**src/rtl/rs_enc_pkg.sv**
```systemverilog
`timescale 1ns/1ps
package rs_enc_pkg;

    localparam int SYM_W      = 8;
    localparam int NPAR_MAX   = 16;
    localparam int K_MOTHER   = 239;
    localparam int CNT_W      = $clog2(K_MOTHER + 1);
    localparam int PAR_W      = $clog2(NPAR_MAX + 1);
    localparam logic [SYM_W:0] FIELD_POLY = 9'h11D;

    typedef logic [SYM_W-1:0] sym_t;
    typedef sym_t [NPAR_MAX-1:0] gen_t;

    typedef struct packed {
        logic [CNT_W-1:0] k;
        logic [PAR_W-1:0] npar;
    } prof_t;

    typedef enum logic [1:0] {
        ST_LOAD   = 2'd0,
        ST_PARITY = 2'd1,
        ST_DATA   = 2'd2
    } enc_state_t;

    function automatic sym_t gf_mul(input sym_t a, input sym_t b);
        sym_t acc;
        sym_t x;
        acc = '0;
        x   = a;
        for (int i = 0; i < SYM_W; i++) begin
            if (b[i]) acc = acc ^ x;
            if (x[SYM_W-1]) x = {x[SYM_W-2:0], 1'b0} ^ FIELD_POLY[SYM_W-1:0];
            else            x = {x[SYM_W-2:0], 1'b0};
        end
        return acc;
    endfunction

    // Low coefficients of the monic generator with roots a^0 .. a^(NPAR_MAX-1).
    function automatic gen_t rs_gen_poly();
        sym_t c [NPAR_MAX+1];
        sym_t root;
        gen_t g;
        for (int d = 0; d <= NPAR_MAX; d++) c[d] = '0;
        c[0] = sym_t'(1);
        root = sym_t'(1);
        for (int i = 0; i < NPAR_MAX; i++) begin
            for (int d = NPAR_MAX; d >= 1; d--) c[d] = c[d-1] ^ gf_mul(c[d], root);
            c[0] = gf_mul(c[0], root);
            root = gf_mul(root, sym_t'(2));
        end
        for (int d = 0; d < NPAR_MAX; d++) g[d] = c[d];
        return g;
    endfunction

    function automatic prof_t prof_lookup(input logic [1:0] sel);
        prof_t p;
        case (sel)
            2'd1:    begin p.k = CNT_W'(12);       p.npar = PAR_W'(0); end
            2'd2:    begin p.k = CNT_W'(24);       p.npar = PAR_W'(8); end
            2'd3:    begin p.k = CNT_W'(36);       p.npar = PAR_W'(4); end
            default: begin p.k = CNT_W'(K_MOTHER); p.npar = PAR_W'(NPAR_MAX); end
        endcase
        return p;
    endfunction

endpackage

```
**src/rtl/rs_parity_lfsr.sv**
```systemverilog
`timescale 1ns/1ps
module rs_parity_lfsr
    import rs_enc_pkg::*;
#(
    parameter int NPAR = NPAR_MAX
) (
    input  logic clk,
    input  logic rst,
    input  logic clear,
    input  logic feed,
    input  logic shift,
    input  sym_t din,
    output sym_t par_top
);
    localparam gen_t GEN = rs_gen_poly();

    sym_t par_q [NPAR];
    sym_t par_d [NPAR];
    sym_t fb;

    assign fb      = din ^ par_q[NPAR-1];
    assign par_top = par_q[NPAR-1];

    for (genvar i = 0; i < NPAR; i++) begin : g_stage
        sym_t below;
        if (i == 0) begin : g_first
            assign below = '0;
        end else begin : g_rest
            assign below = par_q[i-1];
        end

        always_comb begin
            if (clear)      par_d[i] = '0;
            else if (feed)  par_d[i] = below ^ gf_mul(fb, GEN[i]);
            else if (shift) par_d[i] = below;
            else            par_d[i] = par_q[i];
        end

        always_ff @(posedge clk) begin
            if (rst) par_q[i] <= '0;
            else     par_q[i] <= par_d[i];
        end
    end
endmodule

```
**src/rtl/rs_msg_buffer.sv**
```systemverilog
`timescale 1ns/1ps
module rs_msg_buffer
    import rs_enc_pkg::*;
#(
    parameter int DEPTH = K_MOTHER,
    parameter int AW    = CNT_W
) (
    input  logic          clk,
    input  logic          we,
    input  logic [AW-1:0] waddr,
    input  sym_t          wdata,
    input  logic [AW-1:0] raddr,
    output sym_t          rdata
);
    sym_t mem [DEPTH];

    always_ff @(posedge clk) begin
        if (we) mem[waddr] <= wdata;
    end

    assign rdata = mem[raddr];
endmodule

```
**src/rtl/rs_seq_ctrl.sv**
```systemverilog
`timescale 1ns/1ps
module rs_seq_ctrl
    import rs_enc_pkg::*;
(
    input  logic             clk,
    input  logic             rst,
    input  logic             in_valid,
    input  prof_t            prof,
    output logic             in_ready,
    output logic             accept,
    output logic             emit_par,
    output logic             emit_dat,
    output logic             last_sym,
    output logic [CNT_W-1:0] cnt
);
    enc_state_t       st_q;
    logic [CNT_W-1:0] k_end;
    logic [CNT_W-1:0] par_end;

    assign k_end    = prof.k - CNT_W'(1);
    assign par_end  = CNT_W'(prof.npar) - CNT_W'(1);
    assign in_ready = (st_q == ST_LOAD);
    assign accept   = in_ready && in_valid;
    assign emit_par = (st_q == ST_PARITY);
    assign emit_dat = (st_q == ST_DATA);
    assign last_sym = emit_dat && (cnt == k_end);

    always_ff @(posedge clk) begin
        if (rst) begin
            st_q <= ST_LOAD;
            cnt  <= '0;
        end else begin
            case (st_q)
                ST_LOAD: if (accept) begin
                    if (cnt == k_end) begin
                        cnt  <= '0;
                        st_q <= (prof.npar == '0) ? ST_DATA : ST_PARITY;
                    end else begin
                        cnt <= cnt + CNT_W'(1);
                    end
                end
                ST_PARITY: begin
                    if (cnt == par_end) begin
                        cnt  <= '0;
                        st_q <= ST_DATA;
                    end else begin
                        cnt <= cnt + CNT_W'(1);
                    end
                end
                ST_DATA: begin
                    if (cnt == k_end) begin
                        cnt  <= '0;
                        st_q <= ST_LOAD;
                    end else begin
                        cnt <= cnt + CNT_W'(1);
                    end
                end
                default: begin
                    cnt  <= '0;
                    st_q <= ST_LOAD;
                end
            endcase
        end
    end
endmodule

```
**src/rtl/rs_shortened_encoder.sv**
```systemverilog
`timescale 1ns/1ps
module rs_shortened_encoder
    import rs_enc_pkg::*;
(
    input  logic       clk,
    input  logic       rst,
    input  logic [1:0] prof_sel,
    input  logic       in_valid,
    input  logic [7:0] in_data,
    output logic       in_ready,
    output logic       out_valid,
    output logic [7:0] out_data,
    output logic       out_last
);
    prof_t            prof_q;
    prof_t            prof_eff;
    logic             accept;
    logic             emit_par;
    logic             emit_dat;
    logic [CNT_W-1:0] cnt;
    sym_t             par_top;
    sym_t             buf_rd;

    // The profile follows the select until the first byte of a block is taken.
    assign prof_eff = (in_ready && cnt == '0) ? prof_lookup(prof_sel) : prof_q;

    always_ff @(posedge clk) begin
        if (rst) prof_q <= prof_lookup(2'd0);
        else     prof_q <= prof_eff;
    end

    rs_seq_ctrl i_ctrl (
        .clk      (clk),
        .rst      (rst),
        .in_valid (in_valid),
        .prof     (prof_eff),
        .in_ready (in_ready),
        .accept   (accept),
        .emit_par (emit_par),
        .emit_dat (emit_dat),
        .last_sym (out_last),
        .cnt      (cnt)
    );

    rs_parity_lfsr #(.NPAR(NPAR_MAX)) i_lfsr (
        .clk     (clk),
        .rst     (rst),
        .clear   (out_last),
        .feed    (accept),
        .shift   (emit_par),
        .din     (in_data),
        .par_top (par_top)
    );

    rs_msg_buffer #(.DEPTH(K_MOTHER), .AW(CNT_W)) i_buf (
        .clk   (clk),
        .we    (accept),
        .waddr (cnt),
        .wdata (in_data),
        .raddr (cnt),
        .rdata (buf_rd)
    );

    assign out_valid = emit_par || emit_dat;
    assign out_data  = emit_par ? par_top : (emit_dat ? buf_rd : '0);
endmodule

```
**config.mk**
```make
export PLATFORM = sky130hd
export DESIGN_NAME = rs_shortened_encoder
export DESIGN_NICKNAME = d
export VERILOG_FILES = /design/src/rtl/rs_enc_pkg.sv /design/src/rtl/rs_parity_lfsr.sv /design/src/rtl/rs_msg_buffer.sv /design/src/rtl/rs_seq_ctrl.sv /design/src/rtl/rs_shortened_encoder.sv
export SDC_FILE = /design/constraint.sdc
export NUM_CORES = 2
export LEC_CHECK = 0
export BUFFER_PORTS_ARGS = -buffer_cell sky130_fd_sc_hd__buf_2
export CORE_MARGIN = 2
export CORE_UTILIZATION = 58
export DETAILED_ROUTE_END_ITERATION = 8
export PLACE_DENSITY = 0.74
export SLEW_MARGIN = 20
export SYNTH_ARGS = -nofsm -noshare
export SYNTH_HDL_FRONTEND = slang
export SYNTH_HIERARCHICAL = 1
export SYNTH_SLANG_ARGS = --single-unit
```
**constraint.sdc**
```tcl
create_clock -name clk -period 7.6 [get_ports clk]
set_input_delay 0.76 -clock clk [delete_from_list [all_inputs] [get_ports clk]]
set_output_delay 0.76 -clock clk [all_outputs]
set_load 0.005 [all_outputs]
```
## After elaboration in Yosys (flattened, before gate mapping)

Memory sizes are Yosys's and may differ from the RTL's. A register that Yosys moved wholly into a read port is not among the register bits.
Index checks and enable logic that the tools add are counted.

- Bits in registers: 23
- Bits in writable memories: 2,040
- Output and inout port bits: 11
- Logic and storage cells: 274
- Memories: 2

Memory list:

| memory | words | width | rd ports | clocked after Yosys merged registers in | wr ports | line | source |
|---|---|---|---|---|---|---|---|
| i_buf.mem | 239 | 8 | 1 | 1 | 1 | rs_msg_buffer.sv:15 | `sym_t mem [DEPTH];` |
| i_lfsr.par_q | 16 | 8 | 16 | 0 | 16 | rs_parity_lfsr.sv:17 | `sym_t par_q [NPAR];` |

- Add/sub/neg operators: 3
- Equality and inequality tests: 11
- Multiplexer cells: 176
- Bitwise logic cells: 70
- Reduce and logical (&&, ||, !) cells: 8

Operators with widths:

| operator | number |
|---|---|
| 2-to-1 mux 8 bit | 155 |
| XOR 8 bit | 47 |
| one-hot mux 13 bit (3 select lines) | 1 |
| 2-to-1 mux 5 bit | 7 |
| inverter 4 bit | 7 |
| one-hot mux 8 bit (3 select lines) | 1 |
| == test 8 bit | 2 |
| OR 1 bit | 16 |
| 2-to-1 mux 13 bit | 1 |
| 2-to-1 mux 2 bit | 5 |
| adder 8 x 1 -> 8 bit, second input constant | 1 |
| zero test 8 bit | 1 |
| inequality test 2 x 1 -> 1 bit, second input constant | 4 |
| subtractor 8 x 1 -> 8 bit, second input constant | 1 |
| == test 2 bit, second input constant | 3 |
| one-hot mux 2 bit (3 select lines) | 1 |
| subtractor 5 x 1 -> 6 bit, second input constant | 1 |
| zero test 5 bit | 1 |
| 2-to-1 mux 1 bit | 5 |
| == test 2 x 1 -> 1 bit, second input constant | 2 |
| AND reduction 4 bit | 1 |
| logical AND 1 bit | 3 |
| zero test 2 bit | 1 |
| logical OR 1 bit | 1 |

## Longest topological paths before layout

- Depth after elaboration: 38
- Mapped depth: 18
- Mapped depth without buffers: 15

## Modules after synthesis

Netlist, hierarchy kept.

Modules (own cells, without submodules):

| module | instances | cells an instance | area each (um^2) |
|---|---|---|---|
| rs_msg_buffer | 1 | 3,446 | 74,187.4 |
| rs_parity_lfsr | 1 | 851 | 7,432.1 |
| rs_seq_ctrl | 1 | 136 | 1,038.5 |
| rs_shortened_encoder | 1 | 85 | 798.3 |

## Worst setup path after synthesis

No wires, ideal clock.

- Path type: input -> register
- Start point: in prof_sel[0]
- End point: mem i_lfsr/par_q[0][47] (netlist name)
- Setup time: 0.128 ns
- Data arrival time: 3.984 ns
- Slack: 3.488 ns
- Cell stages on the path: 17
- Cells stage by stage: inv_1 > ha_1 > or4b_1 > nor3_4 > a21o_2 > inv_1 > ha_1 > xor2_1 > a21oi_1 > a41oi_2 > nor3_1 > and3_1 > or2_2 > clkbuf_1 > clkbuf_1 > clkbuf_1 > nor2_1

RTL lines:

| element | line | source |
|---|---|---|
| from (decl) | rs_shortened_encoder.sv:7 | `input logic [1:0] prof_sel,` |
| to (decl) | rs_parity_lfsr.sv:17 |  |

==> impl_metrics.ini <==
[outcome]
status = finished clean

[synth]
postSynthCellCount = 4518
synth_nets = 4539
ys_seq_area_share_pct = 72.4
ys.flop_type = edfxtp_1
synth_area_per_cell_um2 = 18.5
ys_ff_latch = 2063
ys_warn_count = 6
syn_area_um2 = 83500
synthDistinctLibCells = 80
synth-async-reset-ratio_pct = 0
synth_edf_count = 1912

[cts]
cts_setup_buffers = 0
cts_root_buffer = clkbuf_16
cts.sink_count = 2063
htreeDepth = 4
clkTransAtPathRegs_ns = 0.06
ctsResizeCount = 0
clkLatencyLatePin_ns = 0.83
cts_tree = built
postCtsHoldBufs = 0
cts_buffers = 198
cts_buffer_depth = 3

[grt]
grt_pass1_wl_mm = 298
overflow = 0
grt_antenna_before_repair = 3
grt_usage_pct = 27.8
grt_pass1_vias = 43200
grt_start_max_net_pins = 184

[timing]
slew_violations = 0
fin_crit_ns = 6.28
tns_ns = 0
rsz0062_at_grt = no
worst_pin_slew_ns = 1.14
relSlewSlack_pct = 23.4
hold_viol_final = 0
fin_ws_ns = 1.32
finalClockSkew_ns = 0.0250
fin_crit_sh_pct = 82.6
fmax_mhz = 159
setup_viol = 0

[detailed_routing]
drt-initial-drc-count = 6770
drtAntennaViolNets = 0
firstDrtPassIters = 7
vias_per_cell = 6.68
wl_mm = 203
vias = 44200
post-route-drc-count = 0
wl_per_cell_um = 30.7

[setup_path]
worstPathMaxFanout = 45
startpoint_type = flip-flop
crit_required_ns = 6.84
ff2ff_setup_slack_ns = 2.32
arrival_ns = 5.52
crit_type = reg -> out
worstSetupEndpointType = output pin

[final_layout]
final_cells = 6615
layout.nets = 4563
syn_to_final_growth_pct = 10.3
drive_gt1_share_pct = 20.1
nFillCells = 9364
fin_util_pct = 64.3

[floorplanning]
ios = 24
dieHeight_um = 383
initial_core_util_pct = 58.3
rows = 139
die_x_um = 383
die_area_um2 = 147000
fp.coreArea_um2 = 143000

[placed_design]
io_buffer_count = 23
place_inst = 6245
place_hpwl_mm = 122
place_ws_ns = 2.01
place_congestion = 0.869

[hold_path]
hp-class = in -> reg

[pwr]
ir_drop_v = 0.000230
power.leakage_nw = 28.4
power_density_nw_per_um2 = 297

[run]
drv_cap = 0
-- cell usage in the layout (no fill, tap or decap), types with 75 or more instances in the layout --
cell type,count
edfxtp_1,1912
clkbuf_16,204
o21ai_0,75
xnor2_1,112
nand2_1,171
a21oi_1,94
mux4_2,461
dfxtp_1,144
buf_4,79
mux2i_1,141
a211oi_1,77
nor2_1,347
-- power by group --
group | internal, mW | total, mW | switching (mW) | leakage, nW
Clock | 5.73 | 9.91 | 4.18 | 3.19
Combinational | 1.94 | 4.44 | 2.50 | 6.76
Sequential | 12.7 | 13.0 | 0.302 | 18.4
-- cell families (layout without fill, tap and decap cells) --
group | after synthesis | count (layout) | share of synthesized area (%)
AOI/OAI and AO/OA | 555 | 555 | 4.71
DFF | 2063 | 2063 | 72.4
other | 0 | 2 | 0
adders and majority gates | 8 | 8 | 0.120
xor gates and xnor gates | 192 | 192 | 2.36
muxes | 622 | 622 | 14.4
buffers and inverters | 304 | 496 | 1.81
and+or+nand+nor | 774 | 774 | 4.18
-- worst paths after layout --
| kind | start | depth (start not counted) | end |
|---|---|---|---|
| max reg2reg | i_ctrl/cnt[0] | 13 | i_lfsr/par_q[0][13] |
| min | in_valid | 4 | i_ctrl/cnt[4] |
| min reg2reg | prof_q[11] | 1 | prof_q[11] |
| max | i_ctrl/cnt[0] | 10 | out_data[3] |
-- critical path: stages, from the launching register on --
cell and delay (ns):
dfxtp_4 0.91, buf_4 0.75, mux4_2 0.38, mux2i_1 0.10, nor2_1 0.23, a2111oi_0 0.09
o21ai_0 0.74, a21oi_1 0.15, a211oi_1 0.79, a22o_1 0.30, buf_2 0.14
-- Yosys cell counts, types with 9 or more instances --
master / n / share of area (%)
nand3_1: 45 / 0.27
a21o_1: 21 / 0.19
xnor2_1: 113 / 1.2
and2_1: 12 / 0.090
edfxtp_1: 1912 / 69
a31oi_1: 17 / 0.13
inv_1: 17 / 0.076
o21ai_0: 75 / 0.45
buf_2: 48 / 0.29
and3_1: 12 / 0.090
a211oi_1: 77 / 0.69
a2111oi_0: 9 / 0.094
a21oi_1: 94 / 0.56
o221ai_1: 12 / 0.13
mux2_2: 18 / 0.24
a22oi_1: 55 / 0.49
nand2b_1: 16 / 0.12
nand4_1: 14 / 0.10
clkbuf_1: 157 / 0.71
nor3_1: 51 / 0.31
buf_4: 36 / 0.32
dfxtp_1: 151 / 3.6
buf_1: 23 / 0.10
xor2_1: 54 / 0.57
o22ai_1: 35 / 0.26
mux2i_1: 141 / 1.7
nor2_1: 352 / 1.6
buf_6: 20 / 0.27
a22o_1: 28 / 0.29
a211o_1: 13 / 0.14
a2bb2oi_1: 13 / 0.14
xnor2_2: 9 / 0.18
nor4_1: 10 / 0.075
mux4_2: 461 / 12
nand2_1: 171 / 0.77
nor2b_1: 46 / 0.34
or3_1: 12 / 0.090
a221oi_1: 57 / 0.60
-- per-stage QoR --
step | cell area, um2 | power, mW | hold slack [ns]
floorplan | 83500 | 16.4 | 0.436
global placement | 85400 | 17.5 | 0.448
detailed placement | 85400 | 17.6 | 0.455
CTS | 92000 | 27.4 | 0.267
global route | 92000 | 28.2 | 0.318
finish | 92000 | 27.4 | 0.324
-- state kept, by name, summed over array words and instances (netlist names) --
signal and cells:
prof_q 13, i_buf/mem 1912, i_ctrl/cnt 8, i_lfsr/par_q 128, i_ctrl/st_q 2
-- cell type report --
class,instances,area (um2),area share (%)
timing repair buffer,110,938,1.02
sequential,2063,60500,65.7
antenna,2,5.00,0.00544
clock inverter,132,1320,1.43
multi-input combinational,2151,21600,23.5
tap,1903,2380,2.59
clock buffer,236,5250,5.70
inverter,18,67.6,0.0734
-- per-layer routing --
metal	GRT usage, %	part of all wire [%]	vias to the layer above
met5	0	0	-
met4	9.55	3.4	0
met3	6.72	11	396
met2	42.4	47	2634
met1	40.1	39	22800
li1	-	-	18300
Note: power is estimated with default switching activity, not from simulation.
